`config.mk`:
```
export PLATFORM = sky130hd
export DESIGN_NAME = dma_cmd_seq
export DESIGN_NICKNAME = d
export VERILOG_FILES = /design/src/rtl/dma_seq_pkg.sv /design/src/rtl/dma_cmd_parse.sv /design/src/rtl/dma_xfer_engine.sv /design/src/rtl/dma_cmd_seq.sv
export SDC_FILE = /design/constraint.sdc
export NUM_CORES = 1
export LEC_CHECK = 0
export BUFFER_PORTS_ARGS = -buffer_cell sky130_fd_sc_hd__buf_4
export CAP_MARGIN = 20
export CORE_AREA = 2 2 120 122
export CTS_CLUSTER_DIAMETER = 50
export CTS_CLUSTER_SIZE = 16
export DETAILED_ROUTE_END_ITERATION = 12
export DIE_AREA = 0 0 122 124
export GPL_TIMING_DRIVEN = 0
export PLACE_DENSITY = 0.75
export SYNTH_ARGS = -nofsm -noshare
export SYNTH_HDL_FRONTEND = slang
export SYNTH_HIERARCHICAL = 1
export SYNTH_SLANG_ARGS = --single-unit
```
`constraint.sdc`:
```
create_clock -name clk -period 2.9 [get_ports clk]
set_input_delay 0.29 -clock clk [delete_from_list [all_inputs] [get_ports clk]]
set_output_delay 0.29 -clock clk [all_outputs]
set_load 0.05 [all_outputs]
```
`src/rtl/dma_seq_pkg.sv`:
```
`timescale 1ns/1ps
package dma_seq_pkg;
  typedef enum logic [2:0] {
    K_NONE, K_WR0, K_WR1, K_WR2, K_WR3, K_WR4, K_WR5, K_WR6
  } base_kind_t;

  typedef enum logic [1:0] {ST_IDLE, ST_RD, ST_WR} xfer_st_t;

  localparam logic [1:0] STEP_DEC  = 2'b00;
  localparam logic [1:0] STEP_INC  = 2'b01;
  localparam logic [1:0] STEP_HOLD = 2'b10;

  localparam logic [7:0] CMD_RESET_ALL = 8'hC3;
  localparam logic [7:0] CMD_RESET_A   = 8'hC7;
  localparam logic [7:0] CMD_RESET_B   = 8'hCB;
  localparam logic [7:0] CMD_GO        = 8'h87;

  // Classify a byte seen at the base-byte position.
  function automatic base_kind_t classify(input logic [7:0] b);
    if (!b[7]) begin
      if (b[1:0] != 2'b00) return K_WR0;
      else if (b[2])       return K_WR1;
      else                 return K_WR2;
    end else begin
      case (b[1:0])
        2'b00:   return K_WR3;
        2'b01:   return K_WR4;
        2'b11:   return K_WR6;
        default: return b[2] ? K_NONE : K_WR5;
      endcase
    end
  endfunction

  // Index of the lowest announced follow-on byte still owed.
  function automatic logic [1:0] first_pending(input logic [3:0] p);
    if (p[0])      return 2'd0;
    else if (p[1]) return 2'd1;
    else if (p[2]) return 2'd2;
    else           return 2'd3;
  endfunction
endpackage

```
`src/rtl/dma_cmd_parse.sv`:
```
`timescale 1ns/1ps
module dma_cmd_parse
  import dma_seq_pkg::*;
#(
  parameter int AW = 16,
  parameter int LW = 16
) (
  input  logic          clk,
  input  logic          rst_n,
  input  logic          clone_mode,
  input  logic          wr_en,
  input  logic [7:0]    wr_data,
  output logic [AW-1:0] a_start,
  output logic [LW-1:0] blk_len,
  output logic          dir_a2b,
  output logic [1:0]    a_mode,
  output logic [1:0]    b_mode,
  output logic          start_req,
  output logic          full_reset,
  output logic          wr3_go,
  output logic          at_base
);
  logic [3:0] pend;
  logic       base_wr;
  base_kind_t kind;
  logic [1:0] slot;

  always_comb begin
    at_base    = (pend == 4'b0000);
    kind       = classify(wr_data);
    base_wr    = wr_en && at_base;
    slot       = first_pending(pend);
    full_reset = base_wr && (wr_data == CMD_RESET_ALL);
    wr3_go     = base_wr && (kind == K_WR3) && wr_data[6];
    start_req  = base_wr && ((wr_data == CMD_GO) || (wr3_go && !clone_mode));
  end

  always_ff @(posedge clk or negedge rst_n) begin
    if (!rst_n) begin
      pend    <= '0;
      a_start <= '0;
      blk_len <= '0;
      dir_a2b <= 1'b0;
      a_mode  <= STEP_HOLD;
      b_mode  <= STEP_HOLD;
    end else if (wr_en) begin
      if (!at_base) begin
        case (slot)
          2'd0:    a_start <= {a_start[AW-1:8], wr_data};
          2'd1:    a_start <= AW'({wr_data, a_start[7:0]});
          2'd2:    blk_len <= {blk_len[LW-1:8], wr_data};
          default: blk_len <= LW'({wr_data, blk_len[7:0]});
        endcase
        pend <= pend & ~(4'b0001 << slot);
      end else begin
        case (kind)
          K_WR0: begin
            dir_a2b <= wr_data[2];
            pend    <= wr_data[6:3];
          end
          K_WR1: a_mode <= wr_data[5:4];
          K_WR2: b_mode <= wr_data[5:4];
          K_WR6: begin
            if (wr_data == CMD_RESET_ALL) begin
              a_start <= '0;
              blk_len <= '0;
              dir_a2b <= 1'b0;
              a_mode  <= STEP_HOLD;
              b_mode  <= STEP_HOLD;
            end else if (wr_data == CMD_RESET_A) begin
              a_mode <= STEP_HOLD;
            end else if (wr_data == CMD_RESET_B) begin
              b_mode <= STEP_HOLD;
            end
          end
          default: ;
        endcase
      end
    end
  end
endmodule

```
`src/rtl/dma_xfer_engine.sv`:
```
`timescale 1ns/1ps
module dma_xfer_engine
  import dma_seq_pkg::*;
#(
  parameter int AW = 16,
  parameter int LW = 16,
  parameter int DW = 8
) (
  input  logic          clk,
  input  logic          rst_n,
  input  logic          start_req,
  input  logic          full_reset,
  input  logic [AW-1:0] a_start,
  input  logic [LW-1:0] blk_len,
  input  logic          dir_a2b,
  input  logic [1:0]    a_mode,
  input  logic [1:0]    b_mode,
  output logic          mem_req,
  input  logic          mem_gnt,
  output logic          mem_we,
  output logic [AW-1:0] mem_addr,
  output logic [DW-1:0] mem_wdata,
  input  logic [DW-1:0] mem_rdata,
  output logic          active,
  output logic          done,
  output logic          byte_done
);
  xfer_st_t      st;
  logic [AW-1:0] pa, pb;
  logic [LW-1:0] cnt, len_q;
  logic [DW-1:0] hold;
  logic [1:0]    am_q, bm_q;
  logic          dir_q, abort_q, grant_ok;
  logic [AW-1:0] src_addr, dst_addr;

  function automatic logic [AW-1:0] step(input logic [AW-1:0] a, input logic [1:0] m);
    case (m)
      STEP_DEC: return a - 1'b1;
      STEP_INC: return a + 1'b1;
      default:  return a;
    endcase
  endfunction

  function automatic logic is_last(input logic [LW-1:0] c, input logic [LW-1:0] l);
    return (c + 1'b1) == l;
  endfunction

  always_comb begin
    src_addr  = dir_q ? pa : pb;
    dst_addr  = dir_q ? pb : pa;
    mem_req   = ((st == ST_RD) && !abort_q) || (st == ST_WR);
    grant_ok  = mem_req && mem_gnt;
    byte_done = grant_ok && (st == ST_WR);
    mem_addr  = grant_ok ? ((st == ST_WR) ? dst_addr : src_addr) : '0;
    mem_we    = byte_done;
    mem_wdata = byte_done ? hold : '0;
    active    = (st != ST_IDLE);
  end

  always_ff @(posedge clk or negedge rst_n) begin
    if (!rst_n) begin
      st      <= ST_IDLE;
      pa      <= '0;
      pb      <= '0;
      cnt     <= '0;
      len_q   <= '0;
      hold    <= '0;
      am_q    <= STEP_HOLD;
      bm_q    <= STEP_HOLD;
      dir_q   <= 1'b0;
      abort_q <= 1'b0;
      done    <= 1'b0;
    end else begin
      case (st)
        ST_IDLE: begin
          abort_q <= 1'b0;
          if (start_req) begin
            done <= (blk_len == '0);
            if (blk_len != '0) begin
              pa    <= a_start;
              pb    <= '0;
              cnt   <= '0;
              len_q <= blk_len;
              am_q  <= a_mode;
              bm_q  <= b_mode;
              dir_q <= dir_a2b;
              st    <= ST_RD;
            end
          end
        end
        ST_RD: begin
          if (abort_q) begin
            st <= ST_IDLE;
          end else if (mem_gnt) begin
            hold <= mem_rdata;
            st   <= ST_WR;
          end
        end
        default: begin
          if (mem_gnt) begin
            pa  <= step(pa, am_q);
            pb  <= step(pb, bm_q);
            cnt <= cnt + 1'b1;
            if (abort_q || full_reset) begin
              st <= ST_IDLE;
            end else if (is_last(cnt, len_q)) begin
              st   <= ST_IDLE;
              done <= 1'b1;
            end else begin
              st <= ST_RD;
            end
          end
        end
      endcase
      if (full_reset) begin
        done <= 1'b0;
        if (st != ST_IDLE) abort_q <= 1'b1;
      end
    end
  end
endmodule

```
`src/rtl/dma_cmd_seq.sv`:
```
`timescale 1ns/1ps
module dma_cmd_seq
  import dma_seq_pkg::*;
#(
  parameter int AW = 16,
  parameter int LW = 16
) (
  input  logic          clk,
  input  logic          rst_n,
  input  logic          clone_mode,
  input  logic          wr_en,
  input  logic [7:0]    wr_data,
  output logic          mem_req,
  input  logic          mem_gnt,
  output logic          mem_we,
  output logic [AW-1:0] mem_addr,
  output logic [7:0]    mem_wdata,
  input  logic [7:0]    mem_rdata,
  output logic          xfer_active,
  output logic          xfer_done
);
  logic [AW-1:0] a_start;
  logic [LW-1:0] blk_len;
  logic          dir_a2b, start_req, full_reset, wr3_go, at_base, byte_done;
  logic [1:0]    a_mode, b_mode;

  dma_cmd_parse #(.AW(AW), .LW(LW)) u_parse (
    .clk(clk), .rst_n(rst_n), .clone_mode(clone_mode),
    .wr_en(wr_en), .wr_data(wr_data),
    .a_start(a_start), .blk_len(blk_len), .dir_a2b(dir_a2b),
    .a_mode(a_mode), .b_mode(b_mode),
    .start_req(start_req), .full_reset(full_reset),
    .wr3_go(wr3_go), .at_base(at_base)
  );

  dma_xfer_engine #(.AW(AW), .LW(LW), .DW(8)) u_eng (
    .clk(clk), .rst_n(rst_n),
    .start_req(start_req), .full_reset(full_reset),
    .a_start(a_start), .blk_len(blk_len), .dir_a2b(dir_a2b),
    .a_mode(a_mode), .b_mode(b_mode),
    .mem_req(mem_req), .mem_gnt(mem_gnt), .mem_we(mem_we),
    .mem_addr(mem_addr), .mem_wdata(mem_wdata), .mem_rdata(mem_rdata),
    .active(xfer_active), .done(xfer_done), .byte_done(byte_done)
  );
endmodule

```
### After elaboration in Yosys (flattened, before gate mapping)

Cells that the tools add are included.

| storage, ports and cells | value |
|---|---|
| flip-flop bits (word level) | 122 |
| bits of input ports | 21 |
| output and inout bits | 28 |
| logic and storage cells | 175 |

| operators by class | value |
|---|---|
| $add $sub $neg | 5 |
| equality and inequality tests | 35 |
| shift operators | 1 |
| mux-type cells | 59 |
| bitwise operators | 4 |
| reductions and logical operators | 52 |

Operators with widths:

| operator | count |
|---|---|
| 16-bit 2-to-1 mux | 15 |
| 16-bit one-hot mux with 2 select lines | 7 |
| 16-bit by 1-bit adder with 16-bit output, second input constant | 3 |
| 5-bit AND reduction | 8 |
| 8-bit == test, second input constant | 4 |
| 16-bit by 1-bit subtractor with 16-bit output, second input constant | 2 |
| 2-bit 2-to-1 mux | 13 |
| 2-bit nonzero test | 9 |
| 16-bit == test | 1 |
| 16-bit logical NOT | 1 |
| 4-bit AND reduction | 4 |
| 16-bit nonzero test | 1 |
| 3-bit nonzero test | 5 |
| 2-bit by 1-bit inequality test with 1-bit output, second input constant | 7 |
| 1-bit 2-to-1 mux | 12 |
| 3-bit by 2-bit inequality test with 1-bit output, second input constant | 4 |
| 2-bit one-hot mux with 2 select lines | 3 |
| 2-bit by 1-bit == test with 1-bit output, second input constant | 5 |
| 2-bit logical NOT | 5 |
| 1-bit logical AND | 9 |
| 3-bit 2-to-1 mux | 3 |
| 3-bit one-hot mux with 3 select lines | 1 |
| 4-bit 2-to-1 mux | 2 |
| 8-bit 2-to-1 mux | 1 |
| other kinds (17) | 31 |

### Depth between registers and ports, before layout

Gate-level depths: netlist (run 1).

| logic depth | value |
|---|---|
| word-level depth | 12 |
| depth in mapped cells | 11 |
| mapped depth without buffers | 10 |

### Modules after synthesis

Netlist (run 1), hierarchy kept.

Modules (own cells, without submodules):

| module | instances | cells an instance | area each (µm²) | sequential area each (µm²) |
|---|---|---|---|---|
| dma_xfer_engine | 1 | 631 | 5502.8 | 2029.4 |
| dma_cmd_parse | 1 | 194 | 1926.8 | 1028.5 |

### Worst setup path before layout (run 1)

No wires, ideal clock.

| timing path | value |
|---|---|
| kind | reg2out |
| start | register u_eng.st[1] |
| end | output port mem_addr[10] |
| data arrival time | 3.058 ns |
| required time | 2.610 ns |
| path slack | -0.448 ns |
| stages on the path, launching flop included | 6 |
| buffers on the path | 2 |
| path through | dfrtp_1 clkbuf_1 o21ai_0 nand2_1 clkbuf_1 a21oi_1 |

| on the way | value |
|---|---|
| cells in the longest elaborated chain, start to end | 5 |
| elaborated cells between the ends (all ways) | 7 |
| classes of those cells | 2 x eq/ne; 2 x mux; 3 x reduce/logical |

RTL lines:

| item | line | source |
|---|---|---|
| start: declaration | dma_xfer_engine.sv:28 | `xfer_st_t st;` |
| start signal: assignment | dma_xfer_engine.sv:62 | `st <= ST_IDLE;` |
| start signal: assignment | dma_xfer_engine.sv:87 | `st <= ST_RD;` |
| start signal: assignment | dma_xfer_engine.sv:93 | `st <= ST_IDLE;` |
| 2-bit by 1-bit == test with 1-bit output | dma_xfer_engine.sv:51 | `mem_req = ((st == ST_RD) && !abort_q) \|\| (st == ST_WR);` |
| 1-bit logical AND | dma_xfer_engine.sv:51 |  |
| 1-bit logical OR (*) | dma_xfer_engine.sv:51 |  |
| net mem_req | dma_cmd_seq.sv:13 | `output logic mem_req,` |
| 1-bit logical AND (*) | dma_xfer_engine.sv:52 | `grant_ok = mem_req && mem_gnt;` |
| 16-bit 2-to-1 mux (*) | dma_xfer_engine.sv:54 | `mem_addr = grant_ok ? ((st == ST_WR) ? dst_addr : src_addr) : '0;` |
| end: declaration | dma_cmd_seq.sv:16 | `output logic [AW-1:0] mem_addr,` |

The timed path passes the listed nets; every way through them passes the cells marked *.

### Final worst setup path (run 1)

| timing path | value |
|---|---|
| start | register u_eng.am_q[1] |
| end | register u_eng.pa[13] |

| on the way | value |
|---|---|
| cells in the longest elaborated chain, start to end | 4 |
| elaborated cells between the ends (all ways) | 7 |
| classes of those cells | 1 x eq/ne; 3 x mux; 3 x reduce/logical |

RTL lines:

| item | line | source |
|---|---|---|
| start: declaration | dma_xfer_engine.sv:32 | `logic [1:0] am_q, bm_q;` |
| start signal: assignment | dma_xfer_engine.sv:84 | `am_q <= a_mode;` |
| 2-bit by 1-bit == test with 1-bit output / 2-bit logical NOT (equally long branches) | dma_xfer_engine.sv:37 | `case (m)` |
| 16-bit one-hot mux with 2 select lines | dma_xfer_engine.sv:37 |  |
| 16-bit 2-to-1 mux | dma_xfer_engine.sv:100 | `if (mem_gnt) begin` |
| 16-bit one-hot mux with 2 select lines | dma_xfer_engine.sv:74 | `case (st)` |
| end signal: assignment | dma_xfer_engine.sv:80 | `pa <= a_start;` |
| end signal: assignment | dma_xfer_engine.sv:101 | `pa <= step(pa, am_q);` |
| end: declaration | dma_xfer_engine.sv:29 | `logic [AW-1:0] pa, pb;` |

Several ways; a longest one is shown, not always the timed one. The select of a mux whose other input is x is not followed.
A chain may end at the register's enable or synchronous reset.

==> impl_metrics.env, run 1 <==
export IMPL_cp_arrival_ps=3070
export IMPL_whs_ps=112.0
export IMPL_synth_cells=824
export IMPL_drt_wl_total_mm=18.52
export IMPL_fin_crit_ps=2761
export IMPL_vdd_drop_max_v=0.0005563
export IMPL_timing_rr_start="u_eng/am_q[1]"
export IMPL_cp_end_kind="flop"
export IMPL_setup_worst_path_end="u_eng/pa[13]"
export IMPL_worst_path_stages=9
export IMPL_cts_buffers=17
export IMPL_worstRegToRegCells=9
export IMPL_clock_latency_ps=420
export IMPL_vias=6477
export IMPL_placed_cells=1051
export IMPL_rows=43
export IMPL_cp_max_fo=15
export IMPL_fin_cells=1083
export IMPL_grt_util_all_layers_pct=25.81
export IMPL_power_density_mw_per_mm2=1169
export IMPL_die_h_um=124
export IMPL_worstMarginPinSlew_ps=743.6
export IMPL_htreeDepth=4
export IMPL_synth_nets=876
export IMPL_p_leak_uw=0.003874
export IMPL_wl_per_cell_um=17.10
export IMPL_drcViolationCount=0
export IMPL_layout_nets=942
export IMPL_reg2reg_to="u_eng/pa[13]"
export IMPL_status="complete, no violations"
export IMPL_setup_violations=0
export IMPL_reg2reg_setup_slack_ps=140
export IMPL_grt_overflow=0
export IMPL_synthesis_area_mm2=0.007423
export IMPL_drt_iter0_drc=673
export IMPL_finalHoldViolCount=0
export IMPL_report_final_slew_viol_count=0
export IMPL_clockBufferDepth=2
export IMPL_ant_nets=0
export IMPL_ys_warn_count=6
export IMPL_grt_pass1_wl_mm=30.32
export IMPL_io_buffers=45
export IMPL_drive_above_1_share_pct=17.39
export IMPL_core_area_mm2=0.01372
export IMPL_max_freq_ghz=0.3622
export IMPL_fin_skew_ps=10.45
export IMPL_critPathLaunch="u_eng/am_q[1]"
export IMPL_start_util_pct=54.11
export IMPL_crit_slowest_cell="dfstp_2"
export IMPL_diodes=0
export IMPL_grt_max_degree=92
export IMPL_dp_hpwl_mm=12.93
export IMPL_drv_cap=0
export IMPL_hold_depth=2
export IMPL_gp_congestion=0.9053
export IMPL_worstPathCellList="nand2b_4, ha_1, and2_1, a311o_1, o22ai_1, o21ba_2, a21oi_1, mux2i_1, nor3_1"
export IMPL_critical_path_top_delay_family="compound AO/OA/AOI/OAI gates"
export IMPL_worst_path_largest_cell_delay_ps=580
export IMPL_drtPass1Iterations=5
export IMPL_cts_tree="built"
export IMPL_start_kind="flop"
export IMPL_critical_path_class="flop to flop"
export IMPL_antenna_found_initial=0
export IMPL_worstPathRequired_ps=3210
export IMPL_hold_path_class="primary input to flop"
export IMPL_dieWidth_um=122
export IMPL_cts_reportedPaths_clkPinSlew_ps=60
export IMPL_die_area_mm2=0.01513
export IMPL_root_buffer="clkbuf_16"
export IMPL_slew_headroom_pct=50.05
export IMPL_pin_count=49
export IMPL_syn_mean_instance_area_um2=9.009
export IMPL_drt_vias_per_instance=5.981
export IMPL_final_period_utilization_pct=95.21
export IMPL_grt_pass1_vias=6006
export IMPL_cts_num_sinks=122
export IMPL_cp_num_buf_inv=0
export IMPL_synthToLayoutAreaGrowth_pct=18.47
==> how the worst min path moves through the flow <==
stage	startpoint	end	slack [ps]
2_1_floorplan	rst_n	u_eng/abort_q	-6
6_report	mem_rdata[5]	u_eng/hold[5]	110
3_3_place_gp	u_eng/hold[6]	u_eng/hold[6]	480
5_1_grt	mem_rdata[5]	u_eng/hold[5]	90
3_5_place_dp	rst_n	u_eng/pb[1]	190
4_1_cts	mem_rdata[5]	u_eng/hold[5]	90
==> routing by layer <==
metal	global-route usage [%]	wire length, um	vias up
met5	0	0	-
met4	9.124	336	0
met3	4.625	1062	33
met2	39.56	8322	230
met1	36.88	8800	3112
li1	-	-	3102
==> area by class of cell <==
class                           count  area (um2)
Fill cell                        1172        4925
Multi-Input combinational cell    642        4212
Tap cell                          180       225.2
Inverter                           22       82.58
Clock inverter                     10       187.7
Clock buffer                       22       474.2
Buffer                             36       163.9
Sequential cell                   122        3058
Timing Repair Buffer               49       391.6
==> state kept, by name, summed over array words and instances, names as in the netlist, 4 cells and up <==
| name | flops |
|---|---|
| u_eng/pb | 16 |
| u_eng/pa | 16 |
| u_eng/len_q | 16 |
| u_parse/pend | 4 |
| u_eng/hold | 8 |
| u_parse/blk_len | 16 |
| u_eng/cnt | 16 |
| u_parse/a_start | 16 |
==> cell usage in the layout (no fill, tap or decap), types with 6 or more instances in the layout <==
| cell | n |
|---|---|
| a21o_1 | 22 |
| a21oi_1 | 56 |
| a22o_1 | 21 |
| a31oi_1 | 8 |
| and2_1 | 12 |
| and3_1 | 7 |
| buf_2 | 10 |
| buf_4 | 46 |
| clkbuf_1 | 21 |
| clkbuf_16 | 17 |
| dfrtp_1 | 118 |
| ha_1 | 29 |
| inv_1 | 21 |
| mux2_2 | 28 |
| nand2_1 | 121 |
| nand2b_1 | 14 |
| nand3_1 | 16 |
| nand4_1 | 8 |
| nor2_1 | 50 |
| nor2b_1 | 6 |
| nor3_1 | 16 |
| nor4_1 | 9 |
| o21ai_0 | 75 |
| o31ai_1 | 6 |
| or3_1 | 6 |
| xnor2_1 | 27 |
| xor2_1 | 15 |
==> timing repair <==
action                                 CTS  global route
resized for setup                        8            17
pin swaps                                0             1
setup endpoints to repair               38            61
hold buffers                             1             0
setup buffers                            0             1
endpoints found under the hold margin   31             0
==> power breakdown <==
group	leakage (uW)	switching (uW)	total, uW	internal (uW)
clock network	0.000317	749	2340	1600
logic	0.00208	2970	5100	2130
registers	0.00148	553	2840	2280
total	0.00387	4270	10300	6010
==> metrics by stage <==
stage          power [uW]  cell area, um2  TNS (ps)  util [%]  setup slack, ps
2_1_floorplan        6469            7423         0         -            25.88
3_3_place_gp         7473            7986    -11880     58.21           -354.0
3_5_place_dp         7587            8023    -13950     58.48           -368.0
4_1_cts             10070            8730         0     63.63            17.12
5_1_grt             11030            8795    -5.690     64.10           -5.690
6_report            10280            8795         0     64.10            138.9
(Power assumes the default switching activity.)
==> inputs of run 2 (changes only) <==
--- a/config.mk
+++ b/config.mk
@@ -5,7 +5,7 @@
 export SDC_FILE = /design/constraint.sdc
 export NUM_CORES = 1
 export LEC_CHECK = 0
-export BUFFER_PORTS_ARGS = -buffer_cell sky130_fd_sc_hd__buf_4
+export BUFFER_PORTS_ARGS = -buffer_cell sky130_fd_sc_hd__clkbuf_2
 export CAP_MARGIN = 20
 export CORE_AREA = 2 2 120 122
 export CTS_CLUSTER_DIAMETER = 50
==> run 2 against run 1 <==
Net effect:
- utilization down 1.1 points
- register-to-register slack about the same
- worst setup slack lost 16 ps
- critical path depth fell by 2
- highest routed layer unchanged
- critical endpoint is now mem_addr[7]
- global-route usage shrank 1.2 points
- total power down 2.6%
- cell area shrank 1.7%
==> impl_metrics.env, run 2 (synthesis results as in run 1) <==
export IMPL_cp_max_fo=10
export IMPL_drt_wl_total_mm=18.03
export IMPL_io_buffers=45
export IMPL_clock_latency_ps=420
export IMPL_power_density_mw_per_mm2=1159
export IMPL_final_common_cell="nand2_1"
export IMPL_drt_vias_per_instance=5.970
export IMPL_status="complete, no violations"
export IMPL_sequentialPowerShare_pct=28.3
export IMPL_pin_count=49
export IMPL_drive_above_1_share_pct=17.05
export IMPL_drt_iter0_drc=592
export IMPL_most_common_layout_cells="nand2_1 (121), dfrtp_1 (118), o21ai_0 (74)"
export IMPL_ant_nets=0
export IMPL_htreeDepth=4
export IMPL_drcViolationCount=0
export IMPL_grt_max_degree=91
export IMPL_vias=6466
export IMPL_p_leak_uw=0.003822
export IMPL_vdd_drop_max_v=0.0005145
export IMPL_antenna_found_initial=0
export IMPL_worstPathRequired_ps=2610
export IMPL_crit_top_cell="clkbuf_1"
export IMPL_worst_path_largest_cell_delay_ps=320
export IMPL_dp_hpwl_mm=12.78
export IMPL_synthToLayoutAreaGrowth_pct=16.43
export IMPL_cts_tree="built"
export IMPL_gp_congestion=0.9112
export IMPL_die_area_mm2=0.01513
export IMPL_cts_buffers=17
export IMPL_root_buffer="clkbuf_16"
export IMPL_fin_skew_ps=5.893
export IMPL_start_util_pct=54.11
export IMPL_die_h_um=124
export IMPL_drtPass1Iterations=5
export IMPL_critical_path_class="flop to output port"
export IMPL_fillers=1151
export IMPL_worstPathCellList="clkbuf_1, nand2b_2, o21ai_1, nand2_1, clkbuf_1, a21oi_1, clkbuf_2"
export IMPL_crit_slowest_cell="dfrtp_1"
export IMPL_start_kind="flop"
export IMPL_rows=43
export IMPL_cts_reportedPaths_clkPinSlew_ps=50
export IMPL_p_total_uw=10010
export IMPL_switching_share_pct=42.02
export IMPL_max_freq_ghz=0.3601
export IMPL_slew_headroom_pct=55.68
export IMPL_setup_violations=0
export IMPL_final_period_utilization_pct=95.77
export IMPL_hold_path_class="primary input to flop"
export IMPL_report_final_slew_viol_count=0
export IMPL_drv_cap=0
export IMPL_wl_per_cell_um=16.65
export IMPL_finalSetupTns_ps=0
export IMPL_cp_end_kind="output port"
export IMPL_cts_num_sinks=122
export IMPL_grt_pass1_vias=5731
export IMPL_comb_power_share_pct=49.3
export IMPL_grt_pass1_wl_mm=28.99
export IMPL_worstMarginPinSlew_ps=664.8
export IMPL_p_int_uw=5806
export IMPL_dieWidth_um=122
export IMPL_fin_crit_ps=2777
export IMPL_finalHoldViolCount=0
export IMPL_diodes=0
export IMPL_grt_overflow=0
export IMPL_clockPowerShare_pct=22.4
export IMPL_layout_nets=942
export IMPL_core_area_mm2=0.01372
export IMPL_grt_util_all_layers_pct=24.62
export IMPL_p_sw_uw=4209
export IMPL_clockBufferDepth=2
export IMPL_cp_arrival_ps=2490
-- run 2: changes by cell type in the layout (fill, tap and decap cells not counted), sizes merged --
cell,previous run,this run
clkinvlp,2,3
clkbuf,46,86
buf,60,17
bufinv,5,4
clkinv,3,5
inv,22,23
-- run 2: worst paths after layout --
path	endpoint	startpoint	cells past startpoint	slack, ps
max	mem_addr[7]	u_eng/st[1]	7	120
min	u_eng/hold[3]	mem_rdata[3]	2	110
max reg2reg	u_eng/pb[14]	u_eng/bm_q[1]	10	130
min reg2reg	u_parse/a_start[6]	u_parse/a_start[6]	1	500
max in group asynchronous	u_parse/b_mode[1]	rst_n	3	1810
min in group asynchronous	u_eng/pb[1]	rst_n	2	340
-- run 2: final cells by class --
type                            count  area (um2)  share of cell area (%)
Sequential cell                   122        3058                   35.38
Multi-Input combinational cell    642        4197                   48.55
Inverter                           22       82.58                  0.9554
Tap cell                          180       225.2                   2.606
Buffer                             36       162.7                   1.882
Clock inverter                     13       191.4                   2.215
Timing Repair Buffer               49       284.0                   3.286
Clock buffer                       19       442.9                   5.124
-- run 2: per-layer routing --
metal | vias to the layer above | global-route usage, % | wire, um
met5 | - | 0 | 0
met4 | 0 | 9.195 | 267
met3 | 28 | 4.075 | 1169
met2 | 244 | 37.01 | 8109
met1 | 3072 | 35.80 | 8485
li1 | 3122 | - | -
-- run 2: repair_timing --
action,CTS,global route
endpoints found under the setup margin,25,59
pin swaps,0,1
hold buffers,1,0
hold endpoints to repair,32,0
gates resized for setup,7,16
setup buffers,0,1
-- run 2: power groups by stage --
stage / logic, uW / registers, uW / clock network (uW)
after global placement: 4610 / 2810 / 0
after floorplan: 3810 / 2660 / 0
after CTS: 4780 / 2810 / 2290
after detailed placement: 4680 / 2820 / 0
after global routing: 5510 / 2910 / 2360
final: 4930 / 2830 / 2250
-- run 2: worst max-delay path: cells and delay by family, from the launching register on --
kind,cells,cell delay [ps]
DFF,1,320
and+or+nand+nor,2,460
buffers and inverters,3,890
AOI/OAI and AO/OA,2,410
-- run 2: metrics by stage --
| step | util [%] | worst slack, ps | cell area (um2) | hold slack, ps | instances |
|---|---|---|---|---|---|
| 2_1_floorplan | - | 25.88 | 7423 | -5.591 | 824 |
| 3_3_place_gp | 57.39 | -369.6 | 7874 | 479.8 | 1049 |
| 3_5_place_dp | 57.69 | -370.0 | 7915 | 212.1 | 1051 |
| 4_1_cts | 62.62 | 1.640 | 8591 | 92.04 | 1084 |
| 5_1_grt | 63.00 | -6.007 | 8643 | 93.88 | 1083 |
| 6_report | 63.00 | 122.7 | 8643 | 111.7 | 1083 |
==> inputs of run 3 (changes only) <==
==> constraint.sdc (replaced) <==
create_clock -name clk -period 2.9 [get_ports clk]
set_input_delay 0.145 -clock clk [delete_from_list [all_inputs] [get_ports clk]]
set_output_delay 0.145 -clock clk [all_outputs]
set_load 0.05 [all_outputs]
==> run 3 against run 2 <==
Net effect:
- sequential share of layout area decreased by 0.28 points
- sequential power about the same
- die area unchanged
- combinational power about the same
- largest cell class unchanged
==> impl_metrics.env, run 3 (synthesis results as in run 1) <==
export IMPL_final_area_mm2=0.008712
export IMPL_final_common_cell="nand2_1"
export IMPL_grt_pass1_vias=5786
export IMPL_grt_max_degree=91
export IMPL_clockBufferDepth=2
export IMPL_worstPathRequired_ps=3200
export IMPL_cp_end_kind="flop"
export IMPL_status="complete, no violations"
export IMPL_root_buffer="clkbuf_16"
export IMPL_sequentialPowerShare_pct=28.3
export IMPL_report_final_slew_viol_count=0
export IMPL_die_h_um=124
export IMPL_drt_wl_total_mm=18.24
export IMPL_critical_path_class="flop to flop"
export IMPL_fillers=1141
export IMPL_cts_num_sinks=122
export IMPL_switching_share_pct=42.01
export IMPL_fin_skew_ps=5.260
export IMPL_gp_congestion=0.9112
export IMPL_fin_cells=1093
export IMPL_vdd_drop_max_v=0.0005349
export IMPL_place_ws_ps=-357.4
export IMPL_drive_above_1_share_pct=16.76
export IMPL_setup_violations=0
export IMPL_dieWidth_um=122
export IMPL_wl_per_cell_um=16.69
export IMPL_grt_util_all_layers_pct=24.85
export IMPL_clockPowerShare_pct=22.5
export IMPL_dp_hpwl_mm=12.78
export IMPL_grt_overflow=0
export IMPL_power_density_mw_per_mm2=1147
export IMPL_cts_tree="built"
export IMPL_comb_power_share_pct=49.2
export IMPL_final_period_utilization_pct=95.15
export IMPL_drcViolationCount=0
export IMPL_p_leak_uw=0.003856
export IMPL_synthToLayoutAreaGrowth_pct=17.36
export IMPL_placed_cell_area_mm2=0.007915
export IMPL_diodes=0
export IMPL_drt_iter0_drc=559
export IMPL_cts_reportedPaths_clkPinSlew_ps=60
export IMPL_die_area_mm2=0.01513
export IMPL_htreeDepth=4
export IMPL_p_sw_uw=4198
export IMPL_most_common_layout_cells="nand2_1 (121), dfrtp_1 (118), o21ai_0 (74)"
export IMPL_postLayoutCoreUtil_pct=63.50
export IMPL_grt_pass1_wl_mm=29.26
export IMPL_start_kind="flop"
export IMPL_max_freq_ghz=0.3624
export IMPL_cp_max_fo=15
export IMPL_ant_nets=0
export IMPL_core_area_mm2=0.01372
export IMPL_cp_arrival_ps=3060
export IMPL_start_util_pct=54.11
export IMPL_layout_setup_ws_ps=140.8
export IMPL_cts_buffers=17
export IMPL_io_buffers=45
export IMPL_placed_cells=1051
export IMPL_drt_vias_per_instance=5.894
export IMPL_hold_path_class="primary input to flop"
export IMPL_layout_nets=952
export IMPL_worstMarginPinSlew_ps=664.5
export IMPL_antenna_found_initial=0
export IMPL_vias=6442
export IMPL_p_int_uw=5794
export IMPL_slew_headroom_pct=55.70
export IMPL_pin_count=49
export IMPL_drv_cap=0
export IMPL_drtPass1Iterations=6
export IMPL_finalHoldViolCount=0
export IMPL_rows=43
export IMPL_clock_latency_ps=410
export IMPL_fin_crit_ps=2759
-- run 3: changes by cell type in the layout (fill, tap and decap cells not counted), sizes merged --
cell,before,now
clkbuf,86,89
buf,17,15
dlygate4sd3,1,10
-- run 3: worst paths after layout --
kind,slack [ps],endpoint,depth (start not counted),startpoint
max reg2reg,140,u_eng/pb[14],10,u_eng/bm_q[1]
min reg2reg,500,u_parse/a_start[6],1,u_parse/a_start[6]
min in group asynchronous,190,u_eng/pb[1],2,rst_n
max in group asynchronous,1950,u_parse/a_mode[1],3,rst_n
max,140,u_eng/pb[14],10,u_eng/bm_q[1]
min,30,u_parse/blk_len[12],2,wr_data[4]
-- run 3: metal layers --
metal	track usage (%)	vias up	part of all wire, %
met1	35.88	3068	48
met3	4.075	22	5.6
met2	37.74	215	45
met4	9.195	0	1.2
li1	-	3137	-
met5	0	-	0
-- run 3: power groups by stage --
stage / Clock [uW] / Combinational, uW / Sequential (uW)
final: 2250 / 4920 / 2830
after global routing: 2360 / 5490 / 2900
after CTS: 2290 / 4770 / 2810
after detailed placement: 0 / 4680 / 2820
after global placement: 0 / 4610 / 2810
after floorplan: 0 / 3810 / 2660
-- run 3: worst max-delay path, stage by stage, from the launching register on --
cell	delay (ps)
dfstp_2	550
nand2b_4	240
inv_1	80
fa_1	390
nand2b_1	200
a21oi_1	220
o211ai_1	150
a21oi_1	210
o211ai_1	150
a21o_1	200
a32o_1	240
-- run 3: metrics by stage --
stage          hold slack, ps  total power (uW)  TNS [ps]
2_1_floorplan          -150.6              6469         0
3_3_place_gp            382.4              7415    -27310
3_5_place_dp            67.07              7504     -6614
4_1_cts                 7.816              9873         0
5_1_grt                 20.03             10760    -1.632
6_report                31.16              9992         0
-- run 3: final cells by class --
| type | instances | area (um2) | area share [%] |
|---|---|---|---|
| clock inverter | 13 | 191.4 | 2.197 |
| sequential | 122 | 3058 | 35.10 |
| tap | 180 | 225.2 | 2.585 |
| clock buffer | 19 | 442.9 | 5.084 |
| timing repair buffer | 58 | 374.1 | 4.294 |
| inverter | 22 | 82.58 | 0.9479 |
| multi-input combinational | 642 | 4172 | 47.88 |
| buffer | 37 | 166.4 | 1.910 |
-- run 3: what timing repair did --
item	4_1_cts	5_1_grt
setup buffers	0	1
endpoints found under the setup margin	15	54
resized for setup	5	13
pin swaps	0	1
hold endpoints to repair	41	0
hold buffers	10	0
